==> src/rtl/cos_pkg.sv <==
package cos_pkg;
   localparam int unsigned COS_LANES_DEF = 8;
   localparam int unsigned COS_BANKS_DEF = 4;
endpackage

==> src/rtl/cos_edge_bank.sv <==
module cos_edge_bank #(
   parameter int unsigned LANES = 8
) (
   input  logic             clk,
   input  logic             rst_n,
   input  logic             soft_rst,
   input  logic [LANES-1:0] din,
   input  logic             rise_arm,
   input  logic             fall_arm,
   output logic [LANES-1:0] hit
);
   logic [LANES-1:0] base_q;
   logic [LANES-1:0] up_chg;
   logic [LANES-1:0] dn_chg;

   always_ff @(posedge clk or negedge rst_n) begin
      if (!rst_n) base_q <= '0;
      else        base_q <= din;
   end

   assign up_chg = din & ~base_q;
   assign dn_chg = ~din & base_q;

   always_comb begin
      hit = '0;
      if (!soft_rst) begin
         if (rise_arm) hit = hit | up_chg;
         if (fall_arm) hit = hit | dn_chg;
      end
   end
endmodule

==> src/rtl/cos_status_reg.sv <==
module cos_status_reg #(
   parameter int unsigned LANES = 8,
   parameter int unsigned BANKS = 4
) (
   input  logic                   clk,
   input  logic                   rst_n,
   input  logic                   soft_rst,
   input  logic [BANKS*LANES-1:0] set_vec,
   input  logic [BANKS-1:0]       clr_we,
   input  logic [BANKS*LANES-1:0] clr_data,
   output logic [BANKS*LANES-1:0] status
);
   localparam int unsigned W = BANKS * LANES;
   logic [W-1:0] wipe;
   logic [W-1:0] st_q;

   for (genvar b = 0; b < BANKS; b++) begin : g_wipe
      assign wipe[b*LANES +: LANES] = clr_we[b] ? clr_data[b*LANES +: LANES] : '0;
   end

   always_ff @(posedge clk or negedge rst_n) begin
      if (!rst_n)        st_q <= '0;
      else if (soft_rst) st_q <= '0;
      else               st_q <= (st_q & ~wipe) | set_vec;
   end

   assign status = st_q;
endmodule

==> src/rtl/cos_detector.sv <==
module cos_detector #(
   parameter int unsigned LANES = cos_pkg::COS_LANES_DEF,
   parameter int unsigned BANKS = cos_pkg::COS_BANKS_DEF
) (
   input  logic                   clk,
   input  logic                   rst_n,
   input  logic                   soft_rst,
   input  logic [BANKS*LANES-1:0] line_in,
   input  logic                   en_we,
   input  logic [2*BANKS-1:0]     en_wdata,
   output logic [2*BANKS-1:0]     en_rdata,
   input  logic [BANKS-1:0]       clr_we,
   input  logic [BANKS*LANES-1:0] clr_data,
   output logic [BANKS*LANES-1:0] status,
   output logic                   irq
);
   localparam int unsigned W  = BANKS * LANES;
   localparam int unsigned EW = 2 * BANKS;

   if (LANES < 1)  begin : g_bad_lanes  $error("LANES must be at least 1");  end
   if (BANKS < 1)  begin : g_bad_banks  $error("BANKS must be at least 1");  end

   logic [EW-1:0] arm_q;
   logic [W-1:0]  set_vec;
   logic          irq_q;

   always_ff @(posedge clk or negedge rst_n) begin
      if (!rst_n)     arm_q <= '0;
      else if (en_we) arm_q <= en_wdata;
   end
   assign en_rdata = arm_q;

   for (genvar b = 0; b < BANKS; b++) begin : g_bank
      cos_edge_bank #(.LANES(LANES)) u_bank (
         .clk      (clk),
         .rst_n    (rst_n),
         .soft_rst (soft_rst),
         .din      (line_in[b*LANES +: LANES]),
         .rise_arm (arm_q[b]),
         .fall_arm (arm_q[b+BANKS]),
         .hit      (set_vec[b*LANES +: LANES])
      );
   end

   cos_status_reg #(.LANES(LANES), .BANKS(BANKS)) u_status (
      .clk      (clk),
      .rst_n    (rst_n),
      .soft_rst (soft_rst),
      .set_vec  (set_vec),
      .clr_we   (clr_we),
      .clr_data (clr_data),
      .status   (status)
   );

   always_ff @(posedge clk or negedge rst_n) begin
      if (!rst_n) irq_q <= 1'b0;
      else        irq_q <= |status;
   end
   assign irq = irq_q;
endmodule

==> config.mk <==
export PLATFORM = sky130hd
export DESIGN_NAME = cos_detector
export DESIGN_NICKNAME = d
export VERILOG_FILES = /design/src/rtl/cos_pkg.sv /design/src/rtl/cos_edge_bank.sv /design/src/rtl/cos_status_reg.sv /design/src/rtl/cos_detector.sv
export SDC_FILE = /design/constraint.sdc
export NUM_CORES = 1
export LEC_CHECK = 0
export CAP_MARGIN = 15
export CORE_MARGIN = 2
export CORE_UTILIZATION = 46
export CTS_CLUSTER_SIZE = 8
export DETAILED_ROUTE_END_ITERATION = 7
export PLACE_DENSITY_LB_ADDON = 0.08
export RECOVER_POWER = 50
export SLEW_MARGIN = 20
export SYNTH_ARGS = -nofsm -noshare
export SYNTH_HDL_FRONTEND = slang
export SYNTH_HIERARCHICAL = 1
export SYNTH_SLANG_ARGS = --single-unit
==> constraint.sdc <==
create_clock -name clk -period 1.4 [get_ports clk]
set_input_delay 0.28 -clock clk [delete_from_list [all_inputs] [get_ports clk]]
set_output_delay 0.28 -clock clk [all_outputs]
set_load 0.05 [all_outputs]
* Word level (Yosys, flattened, before mapping)
Cells that the tools add are included.
** Word-level totals
- Word-level logic and storage cells :: 52
- Register bits after elaboration :: 73
- Input bits :: 80
- Output and inout bits :: 41
** Operators by class
- Reductions and logical operators :: 1
- Mux-type cells :: 21
- Bitwise operators :: 23
** Operators by type and width (count)
- $mux W8 :: 20
- $and A8 B8 Y8 :: 8
- $not A8 Y8 :: 8
- $and A32 B32 Y32 :: 1
- $mux W32 :: 1
- $not A32 Y32 :: 1
- $or A32 B32 Y32 :: 1
- $or A8 B8 Y8 :: 4
- $reduce_or A32 Y1 :: 1

* Logic depth before layout (Yosys ltp)
Gate-level depths: netlist (run 1).
- Depth after elaboration :: 9
- Mapped depth :: 5
- Gate-level depth less buffers :: 4

* Modules after synthesis
Netlist (run 1), hierarchy kept.
** By module, submodules not included
- cos_edge_bank :: instances 4, seq. area each 200.2 µm², area an instance 436.7 µm², cells an instance 35
- cos_status_reg :: instances 1, seq. area each 800.8 µm², area an instance 1556.5 µm², cells an instance 135
- cos_detector :: instances 1, seq. area each 225.2 µm², area an instance 395.4 µm², cells an instance 29

* Least setup slack after synthesis (run 1)
Ideal clock, no wire load.
- Path type :: register to register
- Start :: register arm_q[5] (netlist: en_rdata[5])
- End :: register u_status.st_q[10] (netlist: u_status/status[10])
- Data arrival time :: 1.426 ns
- Library setup time :: 0.096 ns
- Buffers on the path :: 1
- Required time :: 1.304 ns
- Cell stages (with the launch flop) :: 6
- Setup slack :: -0.122 ns
- Clock period less this slack :: 1.522 ns
- Cell sequence :: dfrtp_1 > buf_4 > nand2_1 > o32ai_2 > inv_1 > a311oi_2
** Between the ends
- Cells in the longest elaborated chain, start to end :: 4
** RTL lines
- from (decl) :: line cos_detector.sv:23 : logic [EW-1:0] arm_q;
- from (signal assigned) :: line cos_detector.sv:29 : else if (en_we) arm_q <= en_wdata;
- $mux W8 :: line cos_edge_bank.sv:28 : if (fall_arm) hit = hit | dn_chg;
- $mux W8 :: line cos_edge_bank.sv:26 : if (!soft_rst) begin
- net set_vec[10] :: line cos_detector.sv:24 : logic [W-1:0] set_vec;
- $or A32 B32 Y32 :: line cos_status_reg.sv:24 : else st_q <= (st_q & ~wipe) | set_vec;
- $mux W32 :: line cos_status_reg.sv:23 : else if (soft_rst) st_q <= '0;
- to (signal assigned) :: line cos_status_reg.sv:24
- to (decl) :: line cos_status_reg.sv:15 : logic [W-1:0] st_q;
The timed path passes the listed nets, and every way through them passes these cells.
A chain may end at the register's enable or synchronous reset.

* Final worst setup path (run 1)
- Start :: register arm_q[4] (netlist: en_rdata[4])
- End :: register u_status.st_q[4] (netlist: u_status/status[4])
The elaborated chain is that of the path after synthesis.

==> results of run 1 <==
## worst register-to-register path, delay by kind of cell (launching register included)
| family | cells | cell delay, ns |
|---|---|---|
| AO/OA/AOI/OAI | 2 | 0.56 |
| buffers and inverters | 1 | 0.11 |
| flip-flops | 1 | 0.51 |
| AND/OR/NAND/NOR | 1 | 0.11 |
## worst paths after layout
kind	start	endpoint	slack [ns]	depth (start not counted)
max	en_rdata[4]	u_status/status[4]	0.03	4
min reg2reg	u_status/status[21]	irq	0.63	3
min	soft_rst	u_status/status[30]	0.30	2
max reg2reg	en_rdata[4]	u_status/status[4]	0.03	4
max in group asynchronous	rst_n	g_bank[2].u_bank/base_q[1]	0.14	3
min in group asynchronous	rst_n	u_status/status[31]	0.50	2
## state kept, by name (all words and copies together), names as in the netlist
name and count:
en_rdata 8, irq 1, g_bank.u_bank/base_q 32, u_status/status 32
## timing repair
action / in CTS / in global routing
setup endpoints to repair: 1 / 9
endpoints found under the hold margin: 22 / 0
buffers inserted: 0 / 0
gates resized for setup: 2 / 2
hold buffers: 1 / 0
## logic make-up after synthesis
group / Yosys count / synth area share (%)
AOI/OAI and AO/OA: 64 / 25.3
buffers and inverters: 48 / 6.87
and+or+nand+nor: 111 / 16.0
DFF: 73 / 49.4
muxes: 8 / 2.44
## metrics by stage
stage                     utilization [%]  hold WS (ns)  setup slack (ns)  power (mW)
after CTS                            75.5         0.279            0.0107        5.72
after detailed placement             72.5         0.222            -0.181        3.96
final                                75.4         0.297            0.0256        5.64
after global placement               72.5         0.216            -0.100        3.93
after floorplan                         -       -0.0156            0.0265        3.10
after global routing                 75.4         0.292           -0.0525        5.89
## where the power goes
group / internal (mW) / leakage [nW] / switching (mW) / total [mW]
registers: 2.23 / 0.910 / 0.150 / 2.38
logic: 0.772 / 1.30 / 0.751 / 1.52
clock network: 0.930 / 0.102 / 0.800 / 1.73
## final cells by class
| class | count | area (µm²) |
|---|---|---|
| clock buffer | 11 | 151 |
| clock inverter | 5 | 62.6 |
| fill | 514 | 1910 |
| inverter | 32 | 120 |
| multi-input combinational | 183 | 1650 |
| sequential | 73 | 1830 |
| tap | 102 | 128 |
| timing repair buffer | 156 | 1920 |
## metal layers
metal  wire length [µm]  track usage, %  share of wire, %
met1               4290            31.8                45
met2               4730            38.9                50
met3                419            3.53               4.4
met4                102            7.00               1.1
met5                  0               0                 0
## Yosys cell counts (all sizes together), types with 4 or more instances
| cell | number |
|---|---|
| nand3b | 8 |
| buf | 14 |
| mux2 | 8 |
| nor2 | 32 |
| dfrtp | 73 |
| inv | 32 |
| a21oi | 4 |
| a311oi | 32 |
| nand2b | 32 |
| nand2 | 28 |
| nor4 | 8 |
| o32ai | 28 |
==> results.md, run 1 <==
* Max IR drop VDD at 519 µV
* Worst slew pin tran at around 0.64 ns
* Post-DP Area at 5630 µm²
* Clock buffer depth at 2
* Ys async rst share at 100%
* Clk slew on worst S/H paths at ~0.08 ns
* Hold Vio Cnt, Final at 0
* Vias at 2989
* Core Box Area at 7770 µm²
* Synthesized cell area at 3700 µm²
* Skew final at 0.0123 ns
* Slew Limit Headroom at between 50% and 60%
* Outcome: complete, no violations
* Crit path buffers/inverters at 1
* Fin. max-slew vios at 0
* Clk_lat worst skew at ~0.34 ns
* Largest net degree at the start of global routing at 29
* CTS Buf Count at 9
* Routability congestion estimate at 0.773
* Most frequent cells in the layout: dfrtp_1, clkdlybuf4s50_1, buf_12
* Antenna violations before repair at 0
* Leading area contributor after synthesis: dfrtp_1
* Vias per inst at ~5.3
* Synth top area cells: dfrtp_1, o32ai_2, a311oi_2, nand2b_1, inv_1
* Grt ovf at 0
* Critical-path maximum fanout at 10
* Number of global-route vias before repair at 3264
* Worst EP required at between 1.5 and 2 ns
* Cell count after synthesis at slightly above 300
* Residual DRC count at 0
* Width of the die at 93.7 µm
* Finished Cell Area at 5860 µm²
* Nets at 535
* EDFF count, synth at 0
* Inst Count DP at 545
* Row cnt at 32
* Crit-path slowest cell: dfrtp_2
* Setup CP Type: flip-flop to flip-flop
* FF+latch count, synth at 73
* Post-layout minimum cycle time at approximately 1.4 ns
* RSZ-0062 raised after global routing: true
* Diode count at 0
* Fin cells at between 500 and 600
* Setup crit end kind: flip-flop
* Wire per inst at 17.0 µm
* Achievable Freq at 0.728 GHz
* Hold Path Class: primary input to flip-flop
* Critical Path, Cell by Cell: nand2_1 > o32ai_2 > inv_1 > a311oi_2
* Slowest stage delay, CP at between 0.5 and 0.6 ns
* Clock tree from TritonCTS: yes
* Die area at slightly below 9000 µm²
* 1st-iter DRT viols at 65
* Root buf cell: clkbuf_8
* YS warnings at 6
* Max Cap Viol at 0
* PD cells at 962 nW/µm²
* H-tree levels at 3
* Final setup vio count at 0
* Synth cell types at 20
* I/O pins at 121
* Static Leak at 2.31 nW
* Total global-route track usage at 23.4%
* Wire length after detailed routing at 9550 µm
* Delay-heaviest family, CP: compound AO/OA/AOI/OAI gates
* Layout cells sized above 1 at approximately 37%
* Commonest non-fill, non-tap cell in the layout: dfrtp_1
* Initial core utilization at 47.6%
* Syn_nets at 384
* Post-route ant nets at 0
* First-pass GRT wire length at approximately 16000 µm
* DIE HEIGHT at 93.7 µm
* Final TNS setup at 0 ns
* Hpwl dp at 7210 µm
* Startpoint types: flip-flop
* CTS Sinks at 73
* Post-synth top area share at 49.4%
* Final Cycle Share at 98.2%
* Register area share after synthesis at 49.4%
* Arr. time, crit path at about 1.6 ns
* Top_reg_cell synth: dfrtp_1
* 1st-pass router iterations at 4
* Synth Area per Inst at 12.2 µm²
* PortBufs at 120
* Layout area overhead at 58.4%
Note: power is estimated with default switching activity, not from simulation.
==> run 2, diff against run 1 <==
Settings changed: CORE_UTILIZATION 46 to 34, SKIP_CTS_REPAIR_TIMING from default to 1.
==> run 2 against run 1 <==
Clock power up 24%. Setup slack gained 0.035 ns. Via count is 3.4% lower. Die area is 34% higher. Maximum frequency is 2.6% higher. Critical path depth down 3. Sequential power is essentially flat. Cell count increased by 6.8%. Register-to-register slack improved by 0.03 ns. Critical path type is now flip-flop to output pin.
==> results.md, run 2 (synthesized netlist as in run 1, its figures left out) <==
* Post-layout minimum cycle time at between 1 and 1.5 ns
* Combinational share of power at roughly 25%
* Layout area overhead at 61.2%
* Final setup vio count at 0
* Diode count at 0
* Vias at 2887
* Layout cells sized above 1 at a little under two fifths
* I/O pins at 121
* Slew Limit Headroom at 53.4%
* Number of global-route vias before repair at 3043
* Width of the die at 108 µm
* Hold Vio Cnt, Final at 0
* Hold Worst Slack at 0.196 ns
* Clk slew on worst S/H paths at 0.08 ns
* Critical Path, Cell by Cell: buf_12
* Worst slew pin tran at 0.698 ns
* Crit path buffers/inverters at 1
* Critical-path maximum fanout at 10
* Most frequent cells in the layout: dfrtp_1, clkdlybuf4s50_1, buf_12
* Skew final at between 0.006 and 0.007 ns
* Arr. time, crit path at 1.06 ns
* Pint at 4.33 mW
* Outcome: complete, no violations
* Hold Path Class: primary input to flip-flop
* First-pass GRT wire length at between 15000 and 20000 µm
* Commonest non-fill, non-tap cell in the layout: dfrtp_1
* Clock power frac at 35.6%
* Die area at around 12000 µm²
* Critical Path Stages at 1
* DIE HEIGHT at ~110 µm
* Reg2Reg Setup Slack at 0.06 ns
* Wire per inst at around 16 µm
* Max Cap Viol at 0
* Sw Share at 28.3%
* Crit-path slowest cell: dfrtp_2
* 1st-iter DRT viols at 118
* Vias per inst at 4.81
* Row cnt at 38
* Largest net degree at the start of global routing at 74
* Delay-heaviest family, CP: flip-flops
* Achievable Freq at 0.747 GHz
* Max IR drop VDD at 721 µV
* PortBufs at 120
* Hold path cells at 2
* Nets at 535
* Clock buffer depth at 2
* Startpoint types: flip-flop
* Wire length after detailed routing at 9720 µm
* Setup crit end kind: output pin
* Final Cycle Share at 95.7%
* Dpl ws at -0.194 ns
* Fin. max-slew vios at 0
* Power Total at 6.04 mW
* 1st-pass router iterations at 4
* Slowest stage delay, CP at 0.51 ns
* H-tree levels at 3
* FF-to-FF path depth at 4
* Hpwl dp at 7030 µm
* Static Leak at ~2.3 nW
* Clock tree from TritonCTS: yes
* Clk_lat worst skew at 0.36 ns
* Fill cells at between 900 and 1000
* Setup CP Type: flip-flop to output pin
* PD cells at about 1000 nW/µm²
* Setup ws final at 0.0605 ns
* CTS Buf Count at 9
* Worst EP required at 1.12 ns
* Routability congestion estimate at 0.812
* NetSw at 1.71 mW
* Total global-route track usage at 18.0%
* Grt ovf at 0
* FF/Latch Area at between 1500 and 2000 µm²
* Residual DRC count at 0
* Initial core utilization at 34.4%
* Post-route ant nets at 0
* Multi-input logic area at 1640 µm²
* Register share of total power at 39.4%
* RSZ-0062 raised after global routing: true
* Antenna violations before repair at 0
* Root buf cell: clkbuf_8
* Core Box Area at 10700 µm²
* CTS Sinks at 73
-- run 2: layer usage --
layer,track usage (%),share of wire (%)
met2,27.6,46
met1,24.1,47
met5,0,0
met3,6.69,6.4
met4,4.40,0.68
-- run 2: stage by stage --
stage | cells | util, % | setup TNS [ns] | cell area (µm²)
after floorplan | 304 | - | 0 | 3700
after global placement | 583 | 52.8 | -2.58 | 5680
after detailed placement | 583 | 52.8 | -3.35 | 5680
after CTS | 599 | 55.3 | -0.0605 | 5940
after global routing | 600 | 55.5 | -0.103 | 5960
final | 600 | 55.5 | 0 | 5960
-- run 2: worst paths after layout --
check	start	to
setup / recovery	en_rdata[6]	en_rdata[6]
hold / removal	soft_rst	u_status/status[30]
setup reg to reg	en_rdata[7]	u_status/status[31]
hold reg to reg	u_status/status[6]	irq
max in group asynchronous	rst_n	en_rdata[5]
min in group asynchronous	rst_n	g_bank[3].u_bank/base_q[2]
-- run 2: power by group through the flow --
stage / logic, mW / registers [mW] / clock network, mW
2_1_floorplan: 0.483 / 2.62 / 0
3_3_place_gp: 1.53 / 2.41 / 0
3_5_place_dp: 1.54 / 2.42 / 0
4_1_cts: 1.55 / 2.38 / 2.23
5_1_grt: 1.61 / 2.40 / 2.32
6_report: 1.51 / 2.38 / 2.15
-- run 2: final cells by class --
type	instances	area share, %
clock buffer	12	2.77
clock inverter	4	1.64
inverter	32	2.01
multi-input combinational	183	27.5
sequential	73	30.7
tap	140	2.94
timing repair buffer	156	32.4
